**config.mk**
```make
export PLATFORM = sky130hd
export DESIGN_NAME = irq_req_unit
export DESIGN_NICKNAME = d
export VERILOG_FILES = /design/src/rtl/irq_req_pkg.sv /design/src/rtl/irq_map_regs.sv /design/src/rtl/irq_pick.sv /design/src/rtl/irq_req_hold.sv /design/src/rtl/irq_req_unit.sv
export SDC_FILE = /design/constraint.sdc
export NUM_CORES = 1
export LEC_CHECK = 0
export BUFFER_PORTS_ARGS = -buffer_cell sky130_fd_sc_hd__buf_2
export CAP_MARGIN = 20
export CORE_MARGIN = 2
export CORE_UTILIZATION = 55
export DETAILED_ROUTE_END_ITERATION = 16
export PLACE_DENSITY = 0.85
export SLEW_MARGIN = 20
export SYNTH_ARGS = -nofsm -noshare
export SYNTH_HDL_FRONTEND = slang
export SYNTH_SLANG_ARGS = --single-unit
```
**constraint.sdc**
```tcl
create_clock -name clk -period 3.8 [get_ports clk]
set_input_delay 0.19 -clock clk [delete_from_list [all_inputs] [get_ports clk]]
set_output_delay 0.19 -clock clk [all_outputs]
set_load 0.01 [all_outputs]
```
**src/rtl/irq_req_pkg.sv**
```systemverilog
package irq_req_pkg;

    localparam int PCI_LINES     = 32;
    localparam int IO_LINES      = 32;
    localparam int LINES_PER_MAP = 4;
    localparam int NUM_LINES     = PCI_LINES + IO_LINES;
    localparam int IDX_W         = $clog2(NUM_LINES);
    localparam int PCI_MAPS      = PCI_LINES / LINES_PER_MAP;
    localparam int PM_W          = $clog2(PCI_MAPS);
    localparam int IO_W          = $clog2(IO_LINES);
    localparam int ADDR_W        = 16;
    localparam int DATA_W        = 32;
    localparam int EN_BIT        = DATA_W - 1;

    typedef enum logic [2:0] {
        ACC_NONE,
        ACC_PCI_MAP,
        ACC_IO_MAP,
        ACC_PCI_CLR,
        ACC_IO_CLR
    } acc_kind_e;

    typedef struct packed {
        acc_kind_e         kind;
        logic [IO_W-1:0]   entry;
    } acc_t;

    typedef struct packed {
        logic              valid;
        logic [IDX_W-1:0]  idx;
    } req_t;

    // Address window decode; only upper-word slots (bit 2 set) are live.
    function automatic acc_t decode_acc(input logic [ADDR_W-1:0] a);
        acc_t r;
        r.kind  = ACC_NONE;
        r.entry = '0;
        if (a[2]) begin
            if (a[15:6] == 10'h030) begin
                r.kind  = ACC_PCI_MAP;
                r.entry = IO_W'(a[5:3]);
            end else if (a[15:8] == 8'h10) begin
                r.kind  = ACC_IO_MAP;
                r.entry = a[7:3];
            end else if (a[15:8] == 8'h14) begin
                r.kind  = ACC_PCI_CLR;
                r.entry = IO_W'(a[7:5]);
            end else if (a[15:8] == 8'h18) begin
                r.kind  = ACC_IO_CLR;
                r.entry = a[7:3];
            end
        end
        return r;
    endfunction

    function automatic logic [DATA_W-2:0] pci_low(input int g);
        return (DATA_W-1)'((32'h1F << 6) | (g << 2));
    endfunction

    function automatic logic [DATA_W-2:0] io_low(input int k);
        return (DATA_W-1)'(32'h7E0 + k);
    endfunction

endpackage

```
**src/rtl/irq_map_regs.sv**
```systemverilog
module irq_map_regs
    import irq_req_pkg::*;
(
    input  logic                  clk,
    input  logic                  rst,
    input  logic                  wr,
    input  acc_t                  acc,
    input  logic                  wen_bit,
    output logic [NUM_LINES-1:0]  line_en_nx,
    output logic [DATA_W-1:0]     rdata
);

    logic [PCI_MAPS-1:0] pci_en_q, pci_en_d;
    logic [IO_LINES-1:0] io_en_q,  io_en_d;

    always_comb begin
        pci_en_d = pci_en_q;
        io_en_d  = io_en_q;
        if (wr && acc.kind == ACC_PCI_MAP)
            pci_en_d[acc.entry[PM_W-1:0]] = wen_bit;
        if (wr && acc.kind == ACC_IO_MAP)
            io_en_d[acc.entry] = wen_bit;
    end

    always_ff @(posedge clk) begin
        if (rst) begin
            pci_en_q <= '0;
            io_en_q  <= '0;
        end else begin
            pci_en_q <= pci_en_d;
            io_en_q  <= io_en_d;
        end
    end

    // Per-line enable as it stands after this edge
    for (genvar g = 0; g < PCI_LINES; g++) begin : g_pci_en
        assign line_en_nx[g] = pci_en_d[g / LINES_PER_MAP];
    end
    for (genvar k = 0; k < IO_LINES; k++) begin : g_io_en
        assign line_en_nx[PCI_LINES + k] = io_en_d[k];
    end

    always_comb begin
        rdata = '0;
        case (acc.kind)
            ACC_PCI_MAP: rdata = {pci_en_q[acc.entry[PM_W-1:0]],
                                  pci_low(int'(acc.entry[PM_W-1:0]))};
            ACC_IO_MAP:  rdata = {io_en_q[acc.entry], io_low(int'(acc.entry))};
            default:     rdata = '0;
        endcase
    end

endmodule

```
**src/rtl/irq_pick.sv**
```systemverilog
module irq_pick
    import irq_req_pkg::*;
(
    input  logic [NUM_LINES-1:0] cand,
    output req_t                 pick
);

    // Lowest set index wins
    always_comb begin
        pick = '0;
        for (int i = NUM_LINES - 1; i >= 0; i--) begin
            if (cand[i]) begin
                pick.valid = 1'b1;
                pick.idx   = IDX_W'(i);
            end
        end
    end

endmodule

```
**src/rtl/irq_req_hold.sv**
```systemverilog
module irq_req_hold
    import irq_req_pkg::*;
(
    input  logic clk,
    input  logic rst,
    input  logic wr,
    input  acc_t acc,
    input  logic wen_bit,
    input  req_t pick,
    output req_t cur
);

    logic in_pci, grp_hit, line_hit;
    logic clr_pci, clr_io, withdraw, drop;

    assign in_pci   = int'(cur.idx) < PCI_LINES;
    assign grp_hit  = in_pci && (int'(cur.idx) / LINES_PER_MAP == int'(acc.entry));
    assign line_hit = !in_pci && (int'(cur.idx) == PCI_LINES + int'(acc.entry));

    assign clr_pci  = wr && cur.valid && acc.kind == ACC_PCI_CLR && grp_hit;
    assign clr_io   = wr && cur.valid && acc.kind == ACC_IO_CLR  && line_hit;
    assign withdraw = wr && cur.valid && !wen_bit &&
                      ((acc.kind == ACC_PCI_MAP && grp_hit) ||
                       (acc.kind == ACC_IO_MAP  && line_hit));
    assign drop     = clr_pci || clr_io || withdraw;

    always_ff @(posedge clk) begin
        if (rst)
            cur <= '0;
        else if (!cur.valid || drop)
            cur <= pick;
    end

endmodule

```
**src/rtl/irq_req_unit.sv**
```systemverilog
module irq_req_unit
    import irq_req_pkg::*;
(
    input  logic                  clk,
    input  logic                  rst,
    input  logic [NUM_LINES-1:0]  irq_in,
    input  logic                  reg_wr,
    input  logic [ADDR_W-1:0]     reg_addr,
    input  logic [DATA_W-1:0]     reg_wdata,
    output logic [DATA_W-1:0]     reg_rdata,
    output logic                  req_valid,
    output logic [IDX_W-1:0]      req_idx
);

    acc_t                 acc;
    logic [NUM_LINES-1:0] pend_q;
    logic [NUM_LINES-1:0] line_en_nx;
    req_t                 pick, cur;
    logic                 wen_bit;
    logic                 unused_wdata;

    assign acc          = decode_acc(reg_addr);
    assign wen_bit      = reg_wdata[EN_BIT];
    assign unused_wdata = ^reg_wdata[EN_BIT-1:0];

    always_ff @(posedge clk) begin
        if (rst) pend_q <= '0;
        else     pend_q <= irq_in;
    end

    irq_map_regs u_regs (
        .clk        (clk),
        .rst        (rst),
        .wr         (reg_wr),
        .acc        (acc),
        .wen_bit    (wen_bit),
        .line_en_nx (line_en_nx),
        .rdata      (reg_rdata)
    );

    irq_pick u_pick (
        .cand (pend_q & line_en_nx),
        .pick (pick)
    );

    irq_req_hold u_hold (
        .clk     (clk),
        .rst     (rst),
        .wr      (reg_wr),
        .acc     (acc),
        .wen_bit (wen_bit),
        .pick    (pick),
        .cur     (cur)
    );

    assign req_valid = cur.valid;
    assign req_idx   = cur.idx;

endmodule

```
Word level (Yosys, flattened, before mapping) --
Cells that the tools add are included.
Word-level totals: input bits 115, register bits 111, output and inout port bits 39, word-level logic and storage cells 127
Cells by class: reductions and logical operators 22, $lt $le $gt $ge 5, equal/unequal tests 10, add/sub/neg operators 2, multiplexer cells 82, bitwise logic cells 1
Operators with widths (count):
- $mux W7 | 64
- $and A64 B64 Y64 | 1
- $pmux W32 S2 | 1
- $mux W8 | 6
- $bwmux W32 | 1
- $eq A7 B32 Y1 | 1
- $mux W32 | 1
- $eq A8 B5 Y1 const B | 3
- $logic_and A1 B1 Y1 | 15
- $add A11 B5 Y12 const A | 1
- $eq A10 B6 Y1 const B | 1
- $bwmux W8 | 1
- $add A6 B5 Y7 const A | 1
- $eq A3 B2 Y1 const B | 2
- $lt A5 B6 Y1 const B | 1
- $lt A6 B6 Y1 const B | 1
- $bmux W1 S5 | 1
- $demux W1 S5 | 1
- $eq A5 B5 Y1 | 1
- $ge A5 B1 Y1 const B | 1
- $logic_or A1 B1 Y1 | 4
- $lt A3 B4 Y1 const B | 1
- $mux W1 | 4
- $bmux W1 S3 | 1
- other kinds (5) | 7

Longest topological paths before layout --
word-level depth 77, gate-level depth with buffers 14, depth with buffers taken out 11

By module --
Synthesis repeated with hierarchy kept, for this count alone.
Second synthesis, totals: cells, all modules 732, area, all modules 6359.8 µm²
By module, submodules not included:
- irq_map_regs | seq. area each 800.8 µm², times used 1, area an instance 2767.7 µm², cells each 310
- irq_req_unit | seq. area each 1281.2 µm², times used 1, area an instance 2304.7 µm², cells each 226
- irq_pick | seq. area each 0.0 µm², times used 1, area an instance 833.3 µm², cells each 150
- irq_req_hold | seq. area each 140.1 µm², times used 1, area an instance 454.2 µm², cells each 46

Least setup slack after synthesis --
Ideal clock, no wire load.
kind input to register, start point input port reg_addr[10], end point register, netlist name u_hold.cur[3], cell stages on the path 13, arrival time 3.146 ns, library setup time 0.087 ns, buffers on the path 3, path slack 0.567 ns, required time 3.713 ns, cells stage by stage buf_6 > or4b_1 > buf_2 > or4_1 > buf_2 > nor4_1 > mux2_2 > a221oi_2 > nand3_1 > nor3b_1 > o21ai_1 > and3_1 > o31ai_1
Between the ends: longest elaborated chain between the ends 77, elaborated cells between the ends (all ways) 110, those cells by class add/sub (1); order compare (4); eq/ne (10); mux (77); bitwise (1); reduce/logical (17)
RTL lines:
- start, declared | line irq_req_unit.sv:8 | input logic [ADDR_W-1:0] reg_addr,
- $eq A8 B5 Y1 | line irq_req_pkg.sv:48 | end else if (a[15:8] == 8'h18) begin
- $mux W8 | line irq_req_pkg.sv:48
- $mux W8 | line irq_req_pkg.sv:45 | end else if (a[15:8] == 8'h14) begin
- $mux W8 | line irq_req_pkg.sv:42 | end else if (a[15:8] == 8'h10) begin
- $mux W8 * | line irq_req_pkg.sv:39 | if (a[15:6] == 10'h030) begin
- $mux W8 * | line irq_req_pkg.sv:38 | if (a[2]) begin
- $lt A5 B6 Y1 (implied by the code) / $ge A5 B1 Y1 (equally long branches) | line irq_map_regs.sv:22 | io_en_d[acc.entry] = wen_bit;
- $logic_and A1 B1 Y1 (implied by the code) | line irq_map_regs.sv:22
- $mux W1 (implied by the code) | line irq_map_regs.sv:22
- $demux W1 S5
- $bwmux W32 | line irq_map_regs.sv:22
- $mux W32 | line irq_map_regs.sv:21 | if (wr && acc.kind == ACC_IO_MAP)
- $and A64 B64 Y64 | line irq_req_unit.sv:42 | .cand (pend_q & line_en_nx),
- $mux W7 (64 in series) | line irq_pick.sv:12 | if (cand[i]) begin
Mark *: on every way between the ends. The rest lies on a longest branch, timed or not. A chain may end at the register's enable or synchronous reset.

Worst setup path in the final report --
start point input port reg_addr[13], end point register, netlist name u_hold.cur[1]
Between the ends: longest elaborated chain between the ends 77, elaborated cells between the ends (all ways) 110, those cells by class add/sub (1); order compare (4); eq/ne (10); mux (77); bitwise (1); reduce/logical (17)
RTL lines (line):
- $eq A8 B5 Y1 | irq_req_pkg.sv:48
- $mux W8 | irq_req_pkg.sv:48
- $mux W8 | irq_req_pkg.sv:45
- $mux W8 | irq_req_pkg.sv:42
- $mux W8 * | irq_req_pkg.sv:39
- $mux W8 * | irq_req_pkg.sv:38
- $lt A5 B6 Y1 (implied by the code) / $ge A5 B1 Y1 (equally long branches) | irq_map_regs.sv:22
- $logic_and A1 B1 Y1 (implied by the code) | irq_map_regs.sv:22
- $mux W1 (implied by the code) | irq_map_regs.sv:22
- $demux W1 S5
- $bwmux W32 | irq_map_regs.sv:22
- $mux W32 | irq_map_regs.sv:21
- $and A64 B64 Y64 | irq_req_unit.sv:42
- $mux W7 (64 in series) | irq_pick.sv:12
Marked as above.

==> flow_summary_export.csv <==
group,metric,value,unit
timing,tightest_slew,692,ps
cts,cts.sinks,111,
placement,placed_cells,1110,
finish,final_cell_mix,"111 x dfxtp_1, 99 x buf_2, 97 x nor2_1, 79 x nand2_1, 70 x nor2b_1",
placement,dpl.hpwl,14500,microns
pwr,power.density,288,nW/um^2
cts,htreeDepth,3,
grt,antenna_found_initial,0,
timing,setup_viol,0,
route,drt_iter0_markers,679,
yosys,synth_cell_types,98,
cts,clock_latency,350,ps
die,die_w,115,microns
yosys,avgSynthCellArea,8.18,sq um
min_path,hp-class,"in2reg",
yosys,synth.cell_area,6800,sq um
critical_path,crit_path_start_kind,"input pin",
cts,cts_resized,0,
timing,fmax,0.284,GHz
grt,grt_util_met2,46.4,%
yosys,ys_ff_latch,111,
finish,layout_commonest_cell,"dfxtp_1",
route,finalWirelength,19400,microns
yosys,synth.yosys.seq_area_share,32.7,%
cts,cts_hold_buf,0,
timing,slew_headroom,53.8,%
flow_run,drv_cap,0,
cts,cts_buffer_depth,2,
cts,cts_tree,"done",
timing,rsz0062_at_grt,"false",
route,wl_per_cell,17.2,microns
cts,cts-root-buf,"clkbuf_16",
route,routed-via-count,6783,
critical_path,arrival,3770,ps
grt,grt_pass1_vias,6037,
finish,instances_no_fill,1124,
critical_path,regToRegStartpoint,"u_hold.cur[4]$_SDFFE_PP0P_",
pwr,leakage,3.19,nW
route,ant_nets,0,
critical_path,r2r_end,"u_hold.cur[5]$_SDFFE_PP0P_",
route,viasPerCell,6.03,
yosys,async_reset_ff_share,0,%
timing,tns,0,ps
finish,fillers,1026,
die,dieArea,13300,sq um
timing,finalClockSkew,8.00,ps
die,rows,40,
die,die_h,115,microns
finish,diodes,0,
run_status,outcome,"complete, no violations",
critical_path,worstSetupEndpoint,"u_hold.cur[1]$_SDFFE_PP0P_",
grt,grt_max_degree,59,
placement,gp_congestion,1.04,
cts,path_clk_slew,70,ps
yosys,dominantRegCellSynth,"dfxtp_1",
die,ios,154,
critical_path,crit_path_end_kind,"flip-flop",
critical_path,cp.required,4040,ps
critical_path,crit_path_max_fanout,18,
pwr,irDropWorstVdd,0.205,mV
grt,use_met1,38.2,%
yosys,ys_warn_count,0,
critical_path,critPathKind,"in2reg",
finish,final_layout_size_suffix_gt1_share,23.7,%
timing,drv_slew,0,
critical_path,startpoint,"reg_addr[13]",
critical_path,r2r_setup_slack,1360,ps
grt,use_met3,4.90,%
grt,busiest_layer,"met2",
finish,syn2layout_area_growth,16.5,%
grt,track_usage,29.2,%
cts,cts_made_buffers,9,
timing,fin_crit_sh,92.7,%
timing,finalHoldViolCount,0,
route,drc,0,
placement,port_buffers,100,
min_path,whs_path_depth,2,
cts,postCtsSetupBuffers,0,
grt,overflow,0,
die,core,12100,sq um
yosys,synth_edf_count,0,
die,initial_core_util,56.4,%
finish,layout.nets,1068,
timing,layout_min_cycle_time,3520,ps
route,first_pass_iters,5,
yosys,syn_inst,832,
critical_path,reg2reg_depth,8,
grt,grt_pass1_wl,30400,microns
-- how the worst min path moves through the flow --
stage                from                    end  slack, ps
5_1_grt         irq_in[7]   pend_q[7]$_SDFF_PP0_         40
3_5_place_dp   irq_in[23]  pend_q[23]$_SDFF_PP0_        400
3_3_place_gp   irq_in[52]  pend_q[52]$_SDFF_PP0_        400
6_report       irq_in[58]  pend_q[58]$_SDFF_PP0_         30
4_1_cts        irq_in[58]  pend_q[58]$_SDFF_PP0_         30
2_1_floorplan   irq_in[0]   pend_q[0]$_SDFF_PP0_        320
-- synth_stat cells, drive strengths merged, types with 3 or more instances --
master   count  area, sq um
o221ai      10         93.8
nand2b      13         81.3
a21oi       46          249
mux2i       35          354
o21a         3         22.5
a211oi       9          108
nor2        98          370
o311ai       3         33.8
xor2         4         35.0
a31o         3         26.3
o21ai       27          143
buf         38          272
or4          5         45.0
nor3        25          185
o211a        3         30.0
nand2       79          297
or3         11         73.8
and2         8         50.1
mux2        11          128
o211ai       7         57.6
a2111oi      5         75.1
or2          7         43.8
and3         5         31.3
a31oi        9         56.3
nand3       25          125
nor3b        7         57.6
nor4        19          198
o31ai        3         22.5
a21boi       6         45.0
nand4       15          100
clkbuf      28          106
a221oi       3         32.5
o21bai       5         37.5
dfxtp      111         2220
o22ai       10         62.6
nor2b       70          438
nor4b        3         26.3
inv         21         78.8
nand3b       6         45.0
-- cell families (layout without fill, tap and decap cells) --
family                    Yosys count  in the layout  synth area share [%]
and+or+nand+nor                   407            407                  33.4
AOI/OAI and AO/OA                 174            174                  19.3
DFF                               111            111                  32.7
buffers and inverters              87            192                  6.71
muxes                              46             46                  7.08
xor gates and xnor gates            6              6                 0.772
other                               1             20                0.0551
-- registers in the layout, summed over array words and instances (netlist names) --
register	count
u_regs.io_en_q	32
pend_q	64
u_regs.pci_en_q	8
u_hold.cur	7
-- layout make-up --
cell class	instances	area [sq um]	share of cell area [%]
inverter	21	78.8	0.995
clock inverter	5	35.0	0.442
multi-input combinational	653	4200	53.0
sequential	111	2220	28.0
clock buffer	9	225	2.84
timing repair buffer	157	956	12.1
tap	168	210	2.65
-- layer usage --
layer / up-vias / part of all wire, %
met2: 406 / 45
met3: 73 / 9.8
met4: 0 / 4.2
met5: - / 0
li1: 3189 / -
met1: 3115 / 41
-- stage by stage --
stage	utilization (%)	power (mW)	setup slack, ps	area, sq um	hold WS, ps
after floorplan	-	1.38	567	6870	318
after global placement	63.5	1.43	148	7660	398
after detailed placement	63.5	1.44	128	7660	402
after CTS	65.7	2.28	350	7920	34.5
after global routing	65.7	2.37	156	7920	38.5
final	65.7	2.28	277	7920	34.5
-- report_power, final --
part           internal (mW)  switching, mW  total (mW)
sequential              1.20         0.0237        1.22
combinational         0.0783          0.116       0.194
clock                  0.440          0.426       0.866
-- critical path, stage by stage --
cell and delay [ps]:
buf_2 120, or3_1 420, buf_12 190, nor4_4 350, buf_4 200, o211ai_1 170, nor3_1 320, mux2_2 400
a2111oi_0 620, or2_1 220, a41oi_2 140, o41a_1 420
Power figures use the tool's default switching activity.
